[src/rtl/udt_pkg.sv]
`timescale 1ns/1ps
package udt_pkg;
  typedef enum logic [3:0] {
    A_CTL  = 4'd0,
    A_PSC  = 4'd1,
    A_LDL  = 4'd2,
    A_LDH  = 4'd3,
    A_CMPL = 4'd4,
    A_CMPH = 4'd5,
    A_C0L  = 4'd6,
    A_C0H  = 4'd7,
    A_C1L  = 4'd8,
    A_C1H  = 4'd9,
    A_CNL  = 4'd10,
    A_CNH  = 4'd11
  } reg_addr_e;

  localparam int CB_EN   = 7;
  localparam int CB_CCP  = 6;
  localparam int CB_CCMP = 5;
  localparam int CB_SWC  = 4;
  localparam int CB_UDC  = 3;
endpackage

[src/rtl/udt_regs.sv]
`timescale 1ns/1ps
module udt_regs
  import udt_pkg::*;
#(
  parameter int CNT_W = 16,
  parameter int PSC_W = 8
) (
  input  logic             clk,
  input  logic             rst_n,
  input  logic             bus_sel,
  input  logic             bus_wr,
  input  logic [3:0]       bus_addr,
  input  logic [7:0]       bus_wdata,
  output logic [7:0]       bus_rdata,
  input  logic [CNT_W-1:0] cnt,
  input  logic [CNT_W-1:0] cap0,
  input  logic [CNT_W-1:0] cap1,
  input  logic             ovf,
  input  logic             dir_up,
  input  logic             run,
  output logic             ctl_en,
  output logic             ctl_ccp,
  output logic             ctl_ccmp,
  output logic             ctl_udc,
  output logic             sw_clr,
  output logic             ctl_rd,
  output logic [PSC_W-1:0] psc_rld,
  output logic [CNT_W-1:0] load_val,
  output logic [CNT_W-1:0] cmp_val
);
  localparam int HI_W = CNT_W - 8;

  logic      wr_s, rd_s;
  reg_addr_e addr;

  assign addr   = reg_addr_e'(bus_addr);
  assign wr_s   = bus_sel & bus_wr;
  assign rd_s   = bus_sel & ~bus_wr;
  assign sw_clr = wr_s && (addr == A_CTL) && bus_wdata[CB_SWC];
  assign ctl_rd = rd_s && (addr == A_CTL);

  always_ff @(posedge clk or negedge rst_n) begin
    if (!rst_n) begin
      ctl_en   <= 1'b0;
      ctl_ccp  <= 1'b0;
      ctl_ccmp <= 1'b0;
      ctl_udc  <= 1'b0;
      psc_rld  <= '0;
      load_val <= '0;
      cmp_val  <= '0;
    end else if (wr_s) begin
      case (addr)
        A_CTL: begin
          ctl_en   <= bus_wdata[CB_EN];
          ctl_ccp  <= bus_wdata[CB_CCP];
          ctl_ccmp <= bus_wdata[CB_CCMP];
          ctl_udc  <= bus_wdata[CB_UDC];
        end
        A_PSC:  psc_rld           <= bus_wdata[PSC_W-1:0];
        A_LDL:  load_val[7:0]     <= bus_wdata;
        A_LDH:  load_val[CNT_W-1:8] <= bus_wdata[HI_W-1:0];
        A_CMPL: cmp_val[7:0]      <= bus_wdata;
        A_CMPH: cmp_val[CNT_W-1:8]  <= bus_wdata[HI_W-1:0];
        default: ;
      endcase
    end
  end

  always_comb begin
    bus_rdata = 8'h00;
    if (rd_s) begin
      case (addr)
        A_CTL:  bus_rdata = {ctl_en, ctl_ccp, ctl_ccmp, 1'b0, ctl_udc, dir_up, ovf, run};
        A_PSC:  bus_rdata = 8'(psc_rld);
        A_LDL:  bus_rdata = load_val[7:0];
        A_LDH:  bus_rdata = 8'(load_val >> 8);
        A_CMPL: bus_rdata = cmp_val[7:0];
        A_CMPH: bus_rdata = 8'(cmp_val >> 8);
        A_C0L:  bus_rdata = cap0[7:0];
        A_C0H:  bus_rdata = 8'(cap0 >> 8);
        A_C1L:  bus_rdata = cap1[7:0];
        A_C1H:  bus_rdata = 8'(cap1 >> 8);
        A_CNL:  bus_rdata = cnt[7:0];
        A_CNH:  bus_rdata = 8'(cnt >> 8);
        default: bus_rdata = 8'h00;
      endcase
    end
  end
endmodule

[src/rtl/udt_prescaler.sv]
`timescale 1ns/1ps
module udt_prescaler #(
  parameter int PSC_W = 8
) (
  input  logic             clk,
  input  logic             rst_n,
  input  logic             run,
  input  logic             restart,
  input  logic [PSC_W-1:0] reload,
  output logic             tick
);
  logic [PSC_W-1:0] pcnt;

  assign tick = run && (pcnt == '0);

  always_ff @(posedge clk or negedge rst_n) begin
    if (!rst_n)       pcnt <= '0;
    else if (restart) pcnt <= reload;
    else if (run)     pcnt <= (pcnt == '0) ? reload : pcnt - 1'b1;
  end
endmodule

[src/rtl/udt_core.sv]
`timescale 1ns/1ps
module udt_core #(
  parameter int CNT_W = 16
) (
  input  logic             clk,
  input  logic             rst_n,
  input  logic             tick,
  input  logic             dir_up,
  input  logic             trig_load,
  input  logic             trig_cap0,
  input  logic             trig_cap1,
  input  logic             ccp,
  input  logic             ccmp,
  input  logic             sw_clr,
  input  logic             ctl_rd,
  input  logic [CNT_W-1:0] load_val,
  input  logic [CNT_W-1:0] cmp_val,
  output logic [CNT_W-1:0] cnt,
  output logic [CNT_W-1:0] cap0,
  output logic [CNT_W-1:0] cap1,
  output logic             ovf,
  output logic             irq,
  output logic             psc_restart
);
  localparam logic [CNT_W-1:0] CNT_MAX = {CNT_W{1'b1}};

  logic             cap_clr, step_go, cmp_hit, wrap_now, wrap_pend;
  logic [CNT_W-1:0] step_val, cnt_nxt;

  assign cap_clr     = (trig_cap0 | trig_cap1) & ccp;
  assign step_val    = dir_up ? cnt + 1'b1 : cnt - 1'b1;
  assign step_go     = tick & ~trig_load & ~cap_clr & ~sw_clr;
  assign cmp_hit     = step_go && (step_val == cmp_val);
  assign wrap_now    = step_go && (dir_up ? (cnt == CNT_MAX) : (cnt == '0));
  assign psc_restart = trig_load | cap_clr | (cmp_hit & ccmp);

  always_comb begin
    if (trig_load)              cnt_nxt = load_val;
    else if (cap_clr || sw_clr) cnt_nxt = '0;
    else if (step_go)           cnt_nxt = (cmp_hit && ccmp) ? '0 : step_val;
    else                        cnt_nxt = cnt;
  end

  always_ff @(posedge clk or negedge rst_n) begin
    if (!rst_n) begin
      cnt       <= '0;
      cap0      <= '0;
      cap1      <= '0;
      ovf       <= 1'b0;
      wrap_pend <= 1'b0;
      irq       <= 1'b0;
    end else begin
      cnt <= cnt_nxt;
      irq <= trig_cap0 | trig_cap1 | cmp_hit | wrap_now;
      if (trig_cap0) cap0 <= cnt;
      if (trig_cap1) cap1 <= cnt;
      if (trig_cap0) begin
        ovf       <= wrap_pend | wrap_now;
        wrap_pend <= 1'b0;
      end else begin
        if (ctl_rd)   ovf       <= 1'b0;
        if (wrap_now) wrap_pend <= 1'b1;
      end
    end
  end
endmodule

[src/rtl/udt_timer.sv]
`timescale 1ns/1ps
module udt_timer #(
  parameter int CNT_W = 16,
  parameter int PSC_W = 8
) (
  input  logic       clk,
  input  logic       rst_n,
  input  logic       glb_en,
  input  logic       bus_sel,
  input  logic       bus_wr,
  input  logic [3:0] bus_addr,
  input  logic [7:0] bus_wdata,
  output logic [7:0] bus_rdata,
  input  logic       trig_load,
  input  logic       trig_cap0,
  input  logic       trig_cap1,
  input  logic       dir_force_en,
  input  logic       dir_force_up,
  output logic       irq
);
  logic             ctl_en, ctl_ccp, ctl_ccmp, ctl_udc, sw_clr, ctl_rd;
  logic             run, dir_up, tick, psc_restart, ovf_q;
  logic [PSC_W-1:0] psc_rld;
  logic [CNT_W-1:0] load_val, cmp_val, cnt_q, cap0_q, cap1_q;

  assign run    = ctl_en & glb_en;
  assign dir_up = dir_force_en ? dir_force_up : ctl_udc;

  udt_regs #(.CNT_W(CNT_W), .PSC_W(PSC_W)) u_regs (
    .clk(clk), .rst_n(rst_n),
    .bus_sel(bus_sel), .bus_wr(bus_wr), .bus_addr(bus_addr),
    .bus_wdata(bus_wdata), .bus_rdata(bus_rdata),
    .cnt(cnt_q), .cap0(cap0_q), .cap1(cap1_q), .ovf(ovf_q),
    .dir_up(dir_up), .run(run),
    .ctl_en(ctl_en), .ctl_ccp(ctl_ccp), .ctl_ccmp(ctl_ccmp), .ctl_udc(ctl_udc),
    .sw_clr(sw_clr), .ctl_rd(ctl_rd), .psc_rld(psc_rld),
    .load_val(load_val), .cmp_val(cmp_val)
  );

  udt_prescaler #(.PSC_W(PSC_W)) u_psc (
    .clk(clk), .rst_n(rst_n), .run(run), .restart(psc_restart),
    .reload(psc_rld), .tick(tick)
  );

  udt_core #(.CNT_W(CNT_W)) u_core (
    .clk(clk), .rst_n(rst_n), .tick(tick), .dir_up(dir_up),
    .trig_load(trig_load), .trig_cap0(trig_cap0), .trig_cap1(trig_cap1),
    .ccp(ctl_ccp), .ccmp(ctl_ccmp), .sw_clr(sw_clr), .ctl_rd(ctl_rd),
    .load_val(load_val), .cmp_val(cmp_val),
    .cnt(cnt_q), .cap0(cap0_q), .cap1(cap1_q), .ovf(ovf_q),
    .irq(irq), .psc_restart(psc_restart)
  );
endmodule

[config.mk]
export PLATFORM = sky130hd
export DESIGN_NAME = udt_timer
export DESIGN_NICKNAME = d
export VERILOG_FILES = /design/src/rtl/udt_pkg.sv /design/src/rtl/udt_regs.sv /design/src/rtl/udt_prescaler.sv /design/src/rtl/udt_core.sv /design/src/rtl/udt_timer.sv
export SDC_FILE = /design/constraint.sdc
export NUM_CORES = 1
export LEC_CHECK = 0
export ABC_AREA = 0
export BUFFER_PORTS_ARGS = -buffer_cell sky130_fd_sc_hd__buf_4
export CORE_MARGIN = 1.5
export CORE_UTILIZATION = 45
export CTS_CLUSTER_SIZE = 30
export DETAILED_ROUTE_END_ITERATION = 10
export SYNTH_ARGS = -nofsm -noshare
export SYNTH_HDL_FRONTEND = slang
export SYNTH_SLANG_ARGS = --single-unit
[constraint.sdc]
create_clock -name clk -period 4.7 [get_ports clk]
set_input_delay 0.235 -clock clk [delete_from_list [all_inputs] [get_ports clk]]
set_output_delay 0.235 -clock clk [all_outputs]
set_load 0.01 [all_outputs]
Word level (Yosys, flattened, before mapping)
Index checks and enable logic that the tools add are counted.

operators by class
  add/subtract/negate cells = 3
  equality and inequality tests = 13
  multiplexer cells = 16
  bitwise gates (word level) = 18
  reductions and logical operators = 21

operators with widths
  kind                                                  count
  one-hot mux 8 bit (12 select lines)                   1
  two-way mux 16 bit                                    5
  two-way mux 8 bit                                     4
  adder 16 x 1 -> 16 bit (second input constant)        1
  equality test 16 bit                                  1
  equality test 16 bit (second input constant)          1
  equality test 4 x 3 -> 1 bit (second input constant)  4
  equality test 4 bit (second input constant)           4
  zero test 16 bit                                      1
  subtractor 16 x 1 -> 16 bit (second input constant)   1
  AND reduction 2 bit                                   6
  AND 1 bit                                             8
  equality test 4 x 2 -> 1 bit (second input constant)  2
  zero test 8 bit                                       1
  subtractor 8 x 1 -> 8 bit (second input constant)     1
  logical AND 1 bit                                     7
  two-way mux 1 bit                                     6
  bitwise OR 1 bit                                      6
  nonzero test 2 bit                                    3
  equality test 4 x 1 -> 1 bit (second input constant)  1
  zero test 4 bit                                       1
  NOT 1 bit                                             4
  nonzero test 3 bit                                    1
  logical OR 1 bit                                      1

word-level totals
  flip-flop bits (word level) = 103
  input bits = 22

Logic depth before layout (Yosys ltp)
  depth in word-level cells = 11
  gate-level depth with buffers = 13

By module
Synthesis repeated with hierarchy kept, for this count alone.

unflattened totals
  cell total of the unflattened synthesis = 594
  area, all modules = 6,392.4 µm²

modules (own cells, without submodules)
  module         times used  cells each  area an instance (µm²)  seq. area each (µm²)
  udt_core       1           275         3,099.2                 1,276.2
  udt_regs       1           253         2,723.9                 1,101.1
  udt_prescaler  1           64          548.0                   200.2
  udt_timer      1           2           21.3                    0.0

Least setup slack after synthesis
Ideal clock, no wire load.

  path type = reg-to-reg
  from = register u_regs.ctl_udc
  to = register u_core.cnt[6]
  arrival time = 3.120 ns
  required time = 4.570 ns
  path slack = 1.450 ns
  cell stages (with the launch flop) = 13
  path buffers = 1
  path through = dfrtp_1 > mux2_2 > inv_1 > ha_1 > a21oi_2 > o211ai_2 > a31oi_4 > xnor2_1 > or4b_1 > nor4_2 > a41o_2 > buf_12 > o21ai_2

between the ends
  longest elaborated chain between the ends = 9

ends and longest elaborated chain
  what                               line             text
  from (decl)                        udt_regs.sv:24   output logic ctl_udc,
  from (signal assigned)             udt_regs.sv:57   ctl_udc <= bus_wdata[CB_UDC];
  two-way mux 1 bit *                udt_timer.sv:27  assign dir_up = dir_force_en ? dir_force_up : ctl_udc;
  two-way mux 16 bit *               udt_core.sv:31   assign step_val = dir_up ? cnt + 1'b1 : cnt - 1'b1;
  equality test 16 bit               udt_core.sv:33   assign cmp_hit = step_go && (step_val == cmp_val);
  logical AND 1 bit                  udt_core.sv:33
  logical AND 1 bit                  udt_core.sv:40   else if (step_go) cnt_nxt = (cmp_hit && ccmp) ? '0 : step_val;
  two-way mux 16 bit * (2 in a row)  udt_core.sv:40
  two-way mux 16 bit *               udt_core.sv:39   else if (cap_clr || sw_clr) cnt_nxt = '0;
  two-way mux 16 bit *               udt_core.sv:38   if (trig_load) cnt_nxt = load_val;
  to (signal assigned)               udt_core.sv:53   cnt <= cnt_nxt;
  to (decl)                          udt_core.sv:18   output logic [CNT_W-1:0] cnt,

Every way passes the cells marked *; elsewhere a longest branch is shown, timed or not. The select of a mux whose other input is x is not followed.
A chain may end at the register's enable or synchronous reset.

Worst setup path after layout
  from = register u_regs.ctl_udc
  to = register u_core.cnt[14]

Same word-level chain as after synthesis.

==> qor.txt <==
outcome: complete, no violations
RD Place Congestion: 0.920
Least-Margin Pin Slew: 1.09 ns
largest net degree at the start of global routing: 55
Final min period: 3.83 ns
post-synthesis average cell area: 10.7 µm²
antenna fix cells: 0
Num CTS Buffers: 9
LEAKAGE: 0.00298 µW
postcts setup bufs: 0
hold crit path type: in2reg
met3 WL: 1480 µm
Layout Cells excl Fill: 787
area grow syn2layout: 11.0%
# H-tree levels: 3
CTS tree: done
filler instances: 1229
Max Cap Violations: 0
max layer used: met4
Final Util: 51.9%
Final Cell Area: 6960 µm²
Root Buffer: clkbuf_16
cells after synthesis: 588
first-iteration detailed-routing DRC count: 587
post-DP HPWL: 14100 µm
routed wire length per instance: 24.2 µm
detailed-routed wire length on met2: 8520 µm
CP Data Required Time: 4.92 ns
post-CTS resize count: 0
vias per inst: 6.46
Setup Viol. Count Final: 0
Placed Instances: 770
top cells by count, synth: 103 x dfrtp_1, 84 x mux2_2, 48 x nor2_1
Yosys top cell area share: 41.1%
antenna-violating nets left: 0
FF+latch count, synth: 103
critical path startpoint category: flip-flop
count leader, synth: dfrtp_1
Final Hold Fails: 0
Final Skew: 0.00738 ns
unrepaired setup endpoints after global routing: false
clock transition at the registers of the reported paths: 0.08 ns
fin. max-slew vios: 0
Netlist cell types: 72
share of post-route cells with drive strength above 1: 27.0%
IO Pins: 31
main flop type after synthesis: dfrtp_1
post-synthesis async set-or-reset flop share: 100%
worst skew pair latency: 0.36 ns
Critical Path AT: 4.05 ns
nets: 646
Worst Setup End Kind: flip-flop
Die ar.: 14600 µm²
Seq/Total Area, Yosys: 41.1%
DP Area: 6610 µm²
CP Max Fanout: 17
crit-path cells: mux2_2 > inv_1 > ha_1 > a21oi_2 > o211ai_2 > a31oi_4 > xnor2_1 > or4b_1 > nor4_2 > a41o_2 > o21ai_0
initial antenna violation count: 0
synthesized area: 6270 µm²
Setup Crit Path Kind: reg2reg
# clock sinks: 103
PD cells: 477 nW/µm²
ranking of synthesized cells by area: dfrtp_1 41%, mux2_2 15%, ha_1 3.4%
Buf/Inv on CP: 1
gr ovfl total: 0
Final period util: 81.6%
Hold Buf Count CTS: 1
first-pass GRT wire length: 29600 µm
CP max stage delay: 0.54 ns
Slew Limit Headroom: 26.9%
synth warn: 0
Clock Tree Buf Depth: 2
routed via count: 5087
Max VDD drop: 209 µV
number of global-route vias before repair: 4875
post-synthesis net count: 628
number of flops mapped to enable cells by yosys: 0
1st-pass router iterations: 5
row count: 42
Die H: 121 µm
IO buf count: 30
cell family with most CP delay: compound AO/OA/AOI/OAI gates
total track usage: 27.4%
setup tns final: 0 ns
Slowest-stage cell, CP: or4b_1
Peak Freq: 261 MHz
Post-Route WL: 19100 µm
die width: 121 µm
DRC: 0
met1 WL: 8430 µm
Initial Utilization: 46.8%
leading area contributor after synthesis: dfrtp_1
placeable core region: 13400 µm²
[sequential cells by signal (all words and copies together), names as in the netlist]
name              count
u_core.cap0          16
u_core.cap1          16
u_core.cnt           16
u_core.irq            1
u_core.ovf            1
u_core.wrap_pend      1
u_psc.pcnt            8
u_regs.cmp_val       16
u_regs.ctl_ccmp       1
u_regs.ctl_ccp        1
u_regs.ctl_en         1
u_regs.ctl_udc        1
u_regs.load_val      16
u_regs.psc_rld        8
[worst paths after layout]
kind / from / end / slack, ns / cells after the start
min reg2reg: u_core.cap0[3] / u_core.cap0[3] / 0.51 / 1
min: bus_wdata[1] / u_regs.psc_rld[1] / 0.16 / 2
max reg2reg: u_regs.ctl_udc / u_core.cnt[14] / 0.87 / 11
max in group asynchronous: rst_n / u_core.cap1[3] / 3.09 / 3
max: u_regs.ctl_udc / u_core.cnt[14] / 0.87 / 11
min in group asynchronous: rst_n / u_psc.pcnt[6] / 0.44 / 2
[kinds of logic after synthesis]
logic type                 share of synthesized area (%)
AOI/OAI and AO/OA                                   17.9
and+or+nand+nor                                     11.7
DFF                                                 41.1
muxes                                               17.1
buffers and inverters                               2.89
xor gates and xnor gates                            5.53
adders and majority gates                           3.71
[cell usage in the layout (no fill, tap or decap), types with 6 or more instances in the layout]
master and instances:
buf_4 33, nand2_1 27, o22ai_1 6, xor2_1 17, nor3_1 12, mux2_2 84, a22oi_1 28, o21ai_2 10
dfrtp_1 103, a31oi_1 7, ha_1 17, xnor2_1 18, clkbuf_16 9, nand3_1 9, nand4_1 9, nor2_1 48
inv_1 11, a21oi_1 24, nor4_1 7, o21ai_0 26, mux2i_1 8
[report_power, final]
group	switching [µW]	total, µW	leakage, µW	internal (µW)
Combinational	618	1140	0.00149	520
Clock	358	848	0.000166	490
Sequential	259	1330	0.00133	1070
Total	1230	3320	0.00298	2080
[worst reg2reg max path: cells and delay by family, from the launching register on]
kind | cells | cell delay, ns
compound gates | 5 | 1.28
buf+inv | 1 | 0.48
flops | 1 | 0.39
simple gates | 2 | 0.70
xor+xnor | 1 | 0.12
mux | 1 | 0.34
fa+ha+maj | 1 | 0.41
[final cells by class]
type / instances / area (µm²) / area share (%)
clock buffers: 10 / 239 / 3.43
clock inverters: 6 / 97.6 / 1.40
inverters: 14 / 52.6 / 0.755
multi-input cells: 444 / 3510 / 50.5
flip-flops and latches: 103 / 2580 / 37.0
well taps: 176 / 220 / 3.16
repair buffers: 34 / 258 / 3.70
[per-layer routing]
metal | up-vias | GRT usage (%)
met2 | 217 | 42.0
met5 | - | 0
met3 | 40 | 5.03
met4 | 0 | 11.5
li1 | 2258 | -
met1 | 2572 | 38.0
[stage by stage]
stage	hold WS, ns	setup WS (ns)	power (µW)
4_1_cts	0.149	0.869	3320
6_report	0.155	0.866	3320
2_1_floorplan	-0.0606	1.45	2110
3_5_place_dp	0.310	0.887	2470
5_1_grt	0.158	0.676	3500
3_3_place_gp	0.305	1.01	2440
(Power assumes the default switching activity.)
